`src/rtl/uload_pkg.sv`:
```
package uload_pkg;
    localparam int REG_IDX_W = 4;
    localparam int FIELD_W   = 3;
    localparam int DISP_W    = 3;

    localparam logic [7:0] PFX_REPNE = 8'hF2;
    localparam logic [7:0] ESC_TWO   = 8'h0F;
    localparam logic [7:0] OPC_LOAD  = 8'hF0;
    localparam logic [7:0] VEX_SHORT = 8'hC5;
    localparam logic [7:0] VEX_LONG  = 8'hC4;
    localparam logic [4:0] MAP_0F    = 5'b00001;
    localparam logic [1:0] PP_F2     = 2'b11;

    typedef enum logic [1:0] {
        FORM_NONE   = 2'd0,
        FORM_LEGACY = 2'd1,
        FORM_VEX2   = 2'd2,
        FORM_VEX3   = 2'd3
    } form_e;

    typedef enum logic [1:0] {
        UPPER_KEEP = 2'd0,
        UPPER_ZERO = 2'd1,
        UPPER_FULL = 2'd2
    } upper_e;
endpackage

```
`src/rtl/uload_form_detect.sv`:
```
module uload_form_detect
    import uload_pkg::*;
(
    input  logic [7:0]           b0,
    input  logic [7:0]           b1,
    input  logic [7:0]           b2,
    input  logic [7:0]           b3,
    input  logic                 mode64,
    output form_e                form,
    output logic [FIELD_W-1:0]   hdr_len,
    output logic                 r_ext,
    output logic                 b_ext,
    output logic                 l256,
    output logic                 vvvv_bad
);
    logic rex_here;

    always_comb begin
        rex_here = mode64 && (b1[7:4] == 4'h4);
        form     = FORM_NONE;
        hdr_len  = '0;
        r_ext    = 1'b0;
        b_ext    = 1'b0;
        l256     = 1'b0;
        vvvv_bad = 1'b0;
        if (b0 == PFX_REPNE) begin
            if (rex_here && b2 == ESC_TWO && b3 == OPC_LOAD) begin
                form    = FORM_LEGACY;
                hdr_len = FIELD_W'(4);
                r_ext   = b1[2];
                b_ext   = b1[0];
            end else if (b1 == ESC_TWO && b2 == OPC_LOAD) begin
                form    = FORM_LEGACY;
                hdr_len = FIELD_W'(3);
            end
        end else if (b0 == VEX_SHORT) begin
            if (b1[1:0] == PP_F2 && b2 == OPC_LOAD) begin
                form     = FORM_VEX2;
                hdr_len  = FIELD_W'(3);
                r_ext    = ~b1[7] & mode64;
                l256     = b1[2];
                vvvv_bad = (b1[6:3] != 4'hF);
            end
        end else if (b0 == VEX_LONG) begin
            // W (b2[7]) takes no part in the match
            if (b1[4:0] == MAP_0F && b2[1:0] == PP_F2 && b3 == OPC_LOAD) begin
                form     = FORM_VEX3;
                hdr_len  = FIELD_W'(4);
                r_ext    = ~b1[7] & mode64;
                b_ext    = ~b1[5] & mode64 & ~b1[6] | ~b1[5] & mode64 & b1[6];
                l256     = b2[2];
                vvvv_bad = (b2[6:3] != 4'hF);
            end
        end
    end
endmodule

```
`src/rtl/uload_addr_len.sv`:
```
module uload_addr_len
    import uload_pkg::*;
(
    input  logic [7:0]          modrm,
    input  logic [2:0]          sib_base,
    output logic [1:0]          mod_f,
    output logic [2:0]          reg_f,
    output logic [2:0]          rm_f,
    output logic                sib_here,
    output logic [DISP_W-1:0]   disp_len,
    output logic                reg_source
);
    always_comb begin
        mod_f      = modrm[7:6];
        reg_f      = modrm[5:3];
        rm_f       = modrm[2:0];
        reg_source = (mod_f == 2'b11);
        sib_here   = !reg_source && (rm_f == 3'b100);
        unique case (mod_f)
            2'b01:   disp_len = DISP_W'(1);
            2'b10:   disp_len = DISP_W'(4);
            2'b00: begin
                if (rm_f == 3'b101 || (sib_here && sib_base == 3'b101))
                    disp_len = DISP_W'(4);
                else
                    disp_len = '0;
            end
            default: disp_len = '0;
        endcase
    end
endmodule

```
`src/rtl/uload_dec.sv`:
```
module uload_dec
    import uload_pkg::*;
#(
    parameter int WIN_BYTES = 16,
    parameter int LEN_W     = $clog2(WIN_BYTES + 1)
) (
    input  logic                     clk,
    input  logic                     rst_n,
    input  logic                     in_valid,
    input  logic                     in_mode64,
    input  logic [WIN_BYTES*8-1:0]   in_bytes,
    output logic                     dec_valid,
    output logic                     dec_ud,
    output logic [REG_IDX_W-1:0]     dec_dst,
    output logic                     dec_wide,
    output logic [1:0]               dec_upper,
    output logic [1:0]               dec_mod,
    output logic [REG_IDX_W-1:0]     dec_rm,
    output logic                     dec_sib,
    output logic [DISP_W-1:0]        dec_disp,
    output logic [LEN_W-1:0]         dec_len
);
    localparam int IDX_W = $clog2(WIN_BYTES);

    typedef struct packed {
        logic                  vld;
        logic                  ud;
        logic [REG_IDX_W-1:0]  dst;
        logic                  wide;
        upper_e                upper;
        logic [1:0]            mod;
        logic [REG_IDX_W-1:0]  rm;
        logic                  sib;
        logic [DISP_W-1:0]     disp;
        logic [LEN_W-1:0]      len;
    } rec_t;

    logic [7:0] win_b [WIN_BYTES];

    for (genvar gi = 0; gi < WIN_BYTES; gi++) begin : g_unpack
        assign win_b[gi] = in_bytes[8*gi +: 8];
    end

    form_e              form;
    logic [FIELD_W-1:0] hdr_len;
    logic               r_ext, b_ext, l256, vvvv_bad;

    uload_form_detect u_form (
        .b0       (win_b[0]),
        .b1       (win_b[1]),
        .b2       (win_b[2]),
        .b3       (win_b[3]),
        .mode64   (in_mode64),
        .form     (form),
        .hdr_len  (hdr_len),
        .r_ext    (r_ext),
        .b_ext    (b_ext),
        .l256     (l256),
        .vvvv_bad (vvvv_bad)
    );

    logic [IDX_W-1:0]  mrm_idx, sib_idx;
    logic [7:0]        modrm_byte;
    logic [2:0]        sib_base;
    logic [1:0]        mod_f;
    logic [2:0]        reg_f, rm_f;
    logic              sib_here, reg_source;
    logic [DISP_W-1:0] disp_len;

    assign mrm_idx    = IDX_W'(hdr_len);
    assign sib_idx    = mrm_idx + IDX_W'(1);
    assign modrm_byte = win_b[mrm_idx];
    assign sib_base   = win_b[sib_idx][2:0];

    uload_addr_len u_alen (
        .modrm      (modrm_byte),
        .sib_base   (sib_base),
        .mod_f      (mod_f),
        .reg_f      (reg_f),
        .rm_f       (rm_f),
        .sib_here   (sib_here),
        .disp_len   (disp_len),
        .reg_source (reg_source)
    );

    rec_t rec_d, rec_q;
    logic fault;

    always_comb begin
        rec_d     = '0;
        rec_d.vld = in_valid;
        fault     = (form == FORM_NONE) || vvvv_bad || reg_source;
        if (in_valid) begin
            if (fault) begin
                rec_d.ud = 1'b1;
            end else begin
                rec_d.dst  = {r_ext, reg_f};
                rec_d.rm   = {b_ext, rm_f};
                rec_d.mod  = mod_f;
                rec_d.sib  = sib_here;
                rec_d.disp = disp_len;
                rec_d.len  = LEN_W'(hdr_len) + LEN_W'(1)
                           + LEN_W'(sib_here) + LEN_W'(disp_len);
                if (form == FORM_LEGACY) begin
                    rec_d.upper = UPPER_KEEP;
                    rec_d.wide  = 1'b0;
                end else begin
                    rec_d.upper = l256 ? UPPER_FULL : UPPER_ZERO;
                    rec_d.wide  = l256;
                end
            end
        end
    end

    always_ff @(posedge clk) begin
        if (!rst_n) rec_q <= '0;
        else        rec_q <= rec_d;
    end

    assign dec_valid = rec_q.vld;
    assign dec_ud    = rec_q.ud;
    assign dec_dst   = rec_q.dst;
    assign dec_wide  = rec_q.wide;
    assign dec_upper = rec_q.upper;
    assign dec_mod   = rec_q.mod;
    assign dec_rm    = rec_q.rm;
    assign dec_sib   = rec_q.sib;
    assign dec_disp  = rec_q.disp;
    assign dec_len   = rec_q.len;

    AST_VALID_RISE: assert property (@(posedge clk) disable iff (!rst_n)
        in_valid |=> dec_valid);
    AST_VALID_IDLE: assert property (@(posedge clk) disable iff (!rst_n)
        !in_valid |=> !dec_valid);
    AST_FAULT_CLEARS: assert property (@(posedge clk) disable iff (!rst_n)
        (dec_valid && dec_ud) |-> (dec_len == '0 && dec_dst == '0 && dec_upper == 2'd0 && !dec_sib));
    AST_NO_REG_SOURCE: assert property (@(posedge clk) disable iff (!rst_n)
        dec_valid |-> (dec_mod != 2'b11));
    AST_WIDE_POLICY: assert property (@(posedge clk) disable iff (!rst_n)
        (dec_valid && !dec_ud) |-> (dec_wide == (dec_upper == 2'd2)));
    AST_LEN_RANGE: assert property (@(posedge clk) disable iff (!rst_n)
        (dec_valid && !dec_ud) |-> (dec_len >= LEN_W'(4) && dec_len <= LEN_W'(10)));
    AST_NO_EXT_LEGACY_MODE: assert property (@(posedge clk) disable iff (!rst_n)
        (dec_valid && !$past(in_mode64)) |-> (!dec_dst[REG_IDX_W-1] && !dec_rm[REG_IDX_W-1]));
endmodule

```
`config.mk`:
```
export PLATFORM = sky130hd
export DESIGN_NAME = uload_dec
export DESIGN_NICKNAME = d
export VERILOG_FILES = /design/src/rtl/uload_pkg.sv /design/src/rtl/uload_form_detect.sv /design/src/rtl/uload_addr_len.sv /design/src/rtl/uload_dec.sv
export SDC_FILE = /design/constraint.sdc
export NUM_CORES = 1
export LEC_CHECK = 0
export ABC_CLOCK_PERIOD_IN_PS = 8800
export BUFFER_PORTS_ARGS = -buffer_cell sky130_fd_sc_hd__buf_2
export CAP_MARGIN = 20
export CORE_MARGIN = 5
export CORE_UTILIZATION = 36
export CTS_BUF_LIST = sky130_fd_sc_hd__clkbuf_16
export DETAILED_ROUTE_END_ITERATION = 10
export PLACE_DENSITY_LB_ADDON = 0.2
export SLEW_MARGIN = 20
export SYNTH_ARGS = -nofsm -noshare
export SYNTH_HDL_FRONTEND = slang
export SYNTH_SLANG_ARGS = --single-unit
export TNS_END_PERCENT = 10
```
`constraint.sdc`:
```
create_clock -name clk -period 8.8 [get_ports clk]
set_input_delay 0.44 -clock clk [delete_from_list [all_inputs] [get_ports clk]]
set_output_delay 0.44 -clock clk [all_outputs]
set_load 0.1 [all_outputs]
```
==> results of run 1 <==
[sequential cells by signal, summed over array words and instances, names as in the netlist]
register,count
dec_upper,1
dec_len,5
dec_valid,1
dec_sib,1
dec_dst,4
dec_mod,2
dec_wide,1
dec_disp,2
dec_rm,4
dec_ud,1
[per-stage QoR]
step	power, W	utilization [%]	cells	hold slack, ns	setup slack [ns]
floorplan	0.0001197	-	144	0.5770	5.468
global placement	0.0001387	48.68	270	0.6850	5.049
detailed placement	0.0001389	48.68	270	0.6858	5.033
CTS	0.0002297	50.76	273	0.4270	5.290
global route	0.0002348	50.76	273	0.4402	4.884
finish	0.0002273	50.76	273	0.4315	5.247
[cells in the final DEF, fill, tap and decap left out, types with 2 or more instances in the layout]
| master | n |
|---|---|
| a21oi_1 | 6 |
| a22oi_1 | 5 |
| a31oi_1 | 5 |
| and2_1 | 2 |
| and3_1 | 7 |
| and4_1 | 3 |
| buf_2 | 81 |
| clkbuf_16 | 3 |
| dfxtp_1 | 22 |
| ha_1 | 5 |
| inv_1 | 4 |
| nand2_1 | 6 |
| nand3_1 | 5 |
| nand4_1 | 2 |
| nand4b_1 | 7 |
| nor2_1 | 16 |
| nor2b_1 | 4 |
| nor3_1 | 2 |
| nor4_1 | 2 |
| nor4b_1 | 2 |
| o21ai_0 | 7 |
[area by class of cell]
type | count | area, um^2
clock buffers | 3 | 75.07
fillers | 377 | 1775
inverters | 5 | 21.27
multi-input cells | 114 | 828.3
flip-flops and latches | 22 | 440.4
well taps | 48 | 60.06
repair buffers | 81 | 405.4
[power groups by stage]
| stage | clock [W] | combinational [W] | sequential, W |
|---|---|---|---|
| detailed placement | 0 | 0.0000365 | 0.000102 |
| floorplan | 0 | 0.0000138 | 0.000106 |
| finish | 0.0000904 | 0.0000367 | 0.000100 |
| global placement | 0 | 0.0000363 | 0.000102 |
| CTS | 0.0000928 | 0.0000367 | 0.000100 |
| global route | 0.0000946 | 0.0000399 | 0.000100 |
[metal layers]
| layer | up-vias | share of wire (%) | wire length, um | global-route usage [%] |
|---|---|---|---|---|
| met2 | 57 | 46 | 1750 | 24.95 |
| met5 | - | 0 | 0 | 0 |
| met1 | 628 | 44 | 1656 | 19.06 |
| met4 | 0 | 2.0 | 77 | 5.957 |
| li1 | 712 | - | - | - |
| met3 | 7 | 8.1 | 309 | 3.022 |
[kinds of logic after synthesis]
group | after synthesis | synth area share, %
AND/OR/NAND/NOR | 67 | 32.03
AO/OA/AOI/OAI | 38 | 22.12
flip-flops | 22 | 33.56
buffers and inverters | 8 | 3.336
adder cells (fa/ha/maj) | 6 | 6.292
other | 1 | 0.2857
XOR/XNOR | 1 | 0.6674
multiplexers | 1 | 1.716
[how the worst max path moves through the flow]
stage	startpoint	end	slack, ns	cells after the start
final	in_bytes[4]	dec_len[3]$_SDFF_PP0_	5.25	14
after floorplan	in_bytes[16]	dec_len[3]$_SDFF_PP0_	5.47	13
after global placement	in_bytes[4]	dec_len[3]$_SDFF_PP0_	5.05	14
after detailed placement	in_bytes[4]	dec_len[3]$_SDFF_PP0_	5.03	14
after global routing	in_bytes[4]	dec_len[3]$_SDFF_PP0_	4.88	14
after CTS	in_bytes[4]	dec_len[3]$_SDFF_PP0_	5.29	14
[critical path, stage by stage]
cell	delay, ns
buf_2	0.11
nor4b_1	0.36
and4_1	0.27
a31oi_1	0.10
nor2_1	0.56
ha_1	0.33
a211oi_1	0.06
a311o_1	0.38
a31oi_1	0.19
ha_1	0.28
ha_1	0.20
a31oi_1	0.18
xor2_1	0.16
nor2_1	0.05
==> results.tsv, run 1 <==
stage	metric	value	unit
synthesis	syn_area_per_cell	9.115	um^2
cts	cts hold-fix bufs	0	
routing	DRT iter0 DRCs	61	
pwr	Sw Pwr	0.00005143	W
pwr	Logic pwr share	16.1	%
routing	number of remaining DRC errors	0	
cts	clk slew on worst S/H paths	0.05	ns
min_path	Worst Hold Launch	in_bytes[36]	
die	die area	4953	um^2
grt	All-Layer GR Usage	15.09	%
grt	largest net degree at the start of global routing	17	
status	run status	finished, final reports clean	
worst_setup_path	Setup crit end kind	register	
placed_design	DP Wirelength	3207	um
pwr	internal power	0.0001759	W
worst_setup_path	critical path fanouts, max	10	
synthesis	Yosys cell types	49	
sta	final cycle utilization of the critical path	40.38	%
grt	vias in the first global route	1357	
pwr	power share of the clock group	39.8	%
routing	vias per cell	5.143	
min_path	hold endpoint	dec_dst[1]$_SDFF_PP0_	
synthesis	dominant cell type by area after synthesis	dfxtp_1	
worst_setup_path	Setup CP Type	primary input to register	
worst_setup_path	CP startpoint kind	primary input	
cts	CTS resizes	0	
worst_setup_path	worst path required time	8.93	ns
pwr	leakage	0.8517	nW
sta	Slew Limit Fails	0	
pwr	sw frac	22.63	%
placed_design	Placed Area	1755	um^2
grt	first-pass GRT wire length	6065	um
cts	Root Buffer	clkbuf_16	
synthesis	yosys warns	0	
worst_setup_path	WP data arrival	3.68	ns
die	Ports	156	
cts	Num Clock Sinks	22	
synthesis	Synth Net Count	282	
synthesis	top_reg_cell synth	dfxtp_1	
sta	Slew HR	56.92	%
die	FP Rows	22	
synthesis	Post-synth EDFFs	0	
cts	CTS H-tree depth	1	
pwr	power density over the cells	124.2	nW/um^2
placed_design	I/O Buffers	81	
routing	Detailed Routing Iterations Pass 1	4	
placed_design	Final GP Congestion	0.8130	
sta	worst slew pin tran	0.6439	ns
finish	Synth-to-Final Area Change	39.47	%
min_path	Hold Crit Class	primary input to register	
grt	antenna violations before repair	0	
synthesis	Seq/Total Area, Yosys	33.56	%
synthesis	Seq cells post-synth	22	
synthesis	Synth Instances	144	
synthesis	Synth area leaders	dfxtp_1 (34%), ha_1 (4.8%), nand4b_1 (4.7%)	
sta	RSZ-0062 raised after global routing	false	
die	core area	3606	um^2
die	Die Wd	70.38	um
finish	Nets	365	
synthesis	Mapped Area	1313	um^2
finish	post-route cell area	1831	um^2
die	initial core utilization	36.40	%
synthesis	Synth top cells by count	dfxtp_1 (22), nor2_1 (16), and3_1 (7), nand4b_1 (7), o21ai_0 (7)	
cts	Clock Path Buffers	2	
grt	gr ovfl total	0	
synthesis	most common cell in the netlist	dfxtp_1	
sta	Setup Viol. Count Final	0	
die	die height	70.38	um
sta	Period minus WS final	3.553	ns
routing	post-DR wirelength/cell	13.90	um
routing	drt total wl	3794	um
pwr	Seq pwr share	44.1	%
finish	ant diodes	0	
sta	Fin. Hold Viols	0	
cts	cts bufs inserted	3	
routing	antenna viol nets, final	0	
cts	Post-CTS Setup Bufs	0	
routing	vias	1404	
synthesis	Yosys top cell area share	33.56	%
sta	FMAX	281.4	MHz
min_path	Hold Path Stages	3	
synthesis	asr flop ratio synth	0	%
pwr	worst vdd ir	0.05328	mV
finish	share of cells above drive strength 1	42.22	%
cts	CTS tree	yes	
sta	Setup TNS	0	ns
job	Max Cap Viol	0	
Power figures use the tool's default switching activity.
==> inputs of run 2 (changes only) <==
--- a/config.mk
+++ b/config.mk
@@ -5,11 +5,11 @@
 export SDC_FILE = /design/constraint.sdc
 export NUM_CORES = 1
 export LEC_CHECK = 0
-export ABC_CLOCK_PERIOD_IN_PS = 8800
+export ABC_CLOCK_PERIOD_IN_PS = 2900
 export BUFFER_PORTS_ARGS = -buffer_cell sky130_fd_sc_hd__buf_2
 export CAP_MARGIN = 20
 export CORE_MARGIN = 5
-export CORE_UTILIZATION = 36
+export CORE_UTILIZATION = 30
 export CTS_BUF_LIST = sky130_fd_sc_hd__clkbuf_16
 export DETAILED_ROUTE_END_ITERATION = 10
 export PLACE_DENSITY_LB_ADDON = 0.2
==> constraint.sdc (replaced) <==
create_clock -name clk -period 2.9 [get_ports clk]
set_input_delay 0.145 -clock clk [delete_from_list [all_inputs] [get_ports clk]]
set_output_delay 0.145 -clock clk [all_outputs]
set_load 0.1 [all_outputs]
==> results.tsv, run 2 (synthesized netlist as in run 1, its figures left out) <==
stage	metric	value	unit	change
finish	ant diodes	0		unchanged
grt	All-Layer GR Usage	14.62	%	-0.47 points
routing	Detailed Routing Iterations Pass 1	4		unchanged
cts	CTS H-tree depth	1		unchanged
sta	final cycle utilization of the critical path	94.15	%	
sta	Period minus WS final	2.730	ns	
worst_setup_path	slowest CP cell	o41a_1		
finish	share of cells above drive strength 1	50.00	%	+7.8 points
placed_design	I/O Buffers	81		unchanged
worst_setup_path	Max stage delay on crit path	0.38	ns	-0.18 ns
worst_setup_path	Setup CP Type	primary input to register		
grt	antenna violations before repair	0		unchanged
cts	Root Buffer	clkbuf_16		
sta	FMAX	366.2	MHz	
sta	Final WS setup	0.1696	ns	-5.077 ns
die	FP Rows	24		+9.1%
worst_setup_path	Setup crit end kind	register		
routing	DRT iter0 DRCs	64		+4.9%
sta	Fin. Hold Viols	0		unchanged
pwr	Logic pwr share	16.0	%	about the same
cts	cts hold-fix bufs	0		unchanged
routing	number of remaining DRC errors	0		unchanged
pwr	Sw Pwr	0.0001861	W	+260%
grt	vias in the first global route	1557		+15%
cts	clk slew on worst S/H paths	0.06	ns	about the same
sta	RSZ-0062 raised after global routing	false		
worst_setup_path	CP Cell Sequence	buf_2 -> nor4_1 -> and4b_1 -> a31oi_1 -> buf_4 -> o41a_1 -> a22oi_2 -> o21ai_1 -> a31oi_1 -> ha_1 -> ha_1 -> a31oi_1 -> xor2_1 -> nor2_1		
placed_design	Place WS	-0.2149	ns	-5.248 ns
pwr	worst vdd ir	0.1922	mV	+260%
worst_setup_path	most used cell, CP	a31oi_1		
worst_setup_path	critical path fanouts, max	5		-5
finish	commonest non-fill, non-tap cells in the layout	buf_2 (81), buf_4 (28), dfxtp_1 (22)		
die	die area	5798	um^2	+17%
pwr	power share of the clock group	47.3	%	+7.5 points
finish	Synth-to-Final Area Change	62.63	%	
cts	cts bufs inserted	3		unchanged
pwr	sw frac	22.49	%	-0.13 points
pwr	internal power	0.0006415	W	+260%
routing	vias	1534		+9.3%
grt	gr ovfl total	0		unchanged
grt	largest net degree at the start of global routing	14		-3
pwr	Seq pwr share	36.7	%	-7.4 points
die	core area	4294	um^2	+19%
routing	antenna viol nets, final	0		unchanged
worst_setup_path	WP data arrival	2.87	ns	-0.81 ns
routing	drt total wl	4422	um	+17%
pwr	power density over the cells	387.7	nW/um^2	+210%
finish	commonest non-fill, non-tap cell in the layout	buf_2		
finish	Fill cells	442		+17%
die	Ports	156		unchanged
cts	Clock Path Buffers	2		unchanged
finish	max reg flops	5		unchanged
die	initial core utilization	30.57	%	-5.8 points
grt	first-pass GRT wire length	7017	um	+16%
pwr	leakage	1.018	nW	+20%
worst_setup_path	worst path required time	3.04	ns	-5.89 ns
die	die height	76.15	um	+8.2%
sta	Slew Limit Fails	0		unchanged
placed_design	Final GP Congestion	0.8747		+7.6%
finish	Largest Register	dec_len		
job	Max Cap Viol	0		unchanged
routing	vias per cell	4.981		-3.2%
placed_design	DP Wirelength	3735	um	+16%
sta	Setup Viol. Count Final	0		unchanged
status	run status	finished, final reports clean		
cts	Num Clock Sinks	22		unchanged
sta	Setup TNS	0	ns	unchanged
routing	post-DR wirelength/cell	14.36	um	+3.3%
min_path	Hold Crit Class	primary input to register		
finish	Nets	395		+8.2%
die	Die Wd	76.15	um	+8.2%
cts	CTS tree	yes		
worst_setup_path	CP startpoint kind	primary input		
-- run 2: layer usage --
metal / wire [um] / up-vias / global-route usage, %
met2: 2106 / 53 / 24.23
met5: 0 / - / 0
met3: 359 / 5 / 4.374
met4: 67 / 0 / 5.245
li1: - / 773 / -
met1: 1889 / 703 / 17.80
-- run 2: what timing repair did --
action / in CTS / in global routing
setup buffers: 0 / 0
endpoints found under the setup margin: 0 / 1
gates resized for setup: 0 / 2
-- run 2: through the flow --
stage | utilization, % | hold slack [ns] | instances | power (W) | cell area [um^2]
after floorplan | - | 0.2820 | 144 | 0.0003634 | 1329
after global placement | 47.12 | 0.3882 | 304 | 0.0004407 | 2023
after detailed placement | 47.12 | 0.3944 | 304 | 0.0004411 | 2023
after CTS | 49.56 | 0.1303 | 308 | 0.0008345 | 2128
after global routing | 49.71 | 0.1366 | 308 | 0.0008637 | 2135
final | 49.71 | 0.1311 | 308 | 0.0008276 | 2135
-- run 2: path summary, 6_finish.rpt --
path	cells past startpoint	from	to
max	14	in_bytes[23]	dec_len[3]$_SDFF_PP0_
min	3	in_bytes[36]	dec_dst[1]$_SDFF_PP0_
-- run 2: layout make-up --
cell class	instances	area, um^2	area share (%)
sequential	22	440.4	20.63
tap	52	65.06	3.048
clock buffer	3	75.07	3.517
clock inverter	1	30.03	1.407
timing repair buffer	111	655.6	30.72
multi-input combinational	114	847.1	39.68
inverter	5	21.27	0.9965
-- run 2: power by group through the flow --
stage	sequential (W)	clock [W]	combinational [W]
final	0.000304	0.000392	0.000132
after global routing	0.000304	0.000417	0.000143
after CTS	0.000304	0.000399	0.000131
after detailed placement	0.000311	0	0.000130
after global placement	0.000311	0	0.000130
after floorplan	0.000322	0	0.0000419
-- run 2: worst max-delay path: cells and delay by family --
kind,cells,cell delay (ns)
compound gates,6,1.20
xor+xnor,1,0.16
fa+ha+maj,2,0.45
buf+inv,2,0.27
simple gates,3,0.64
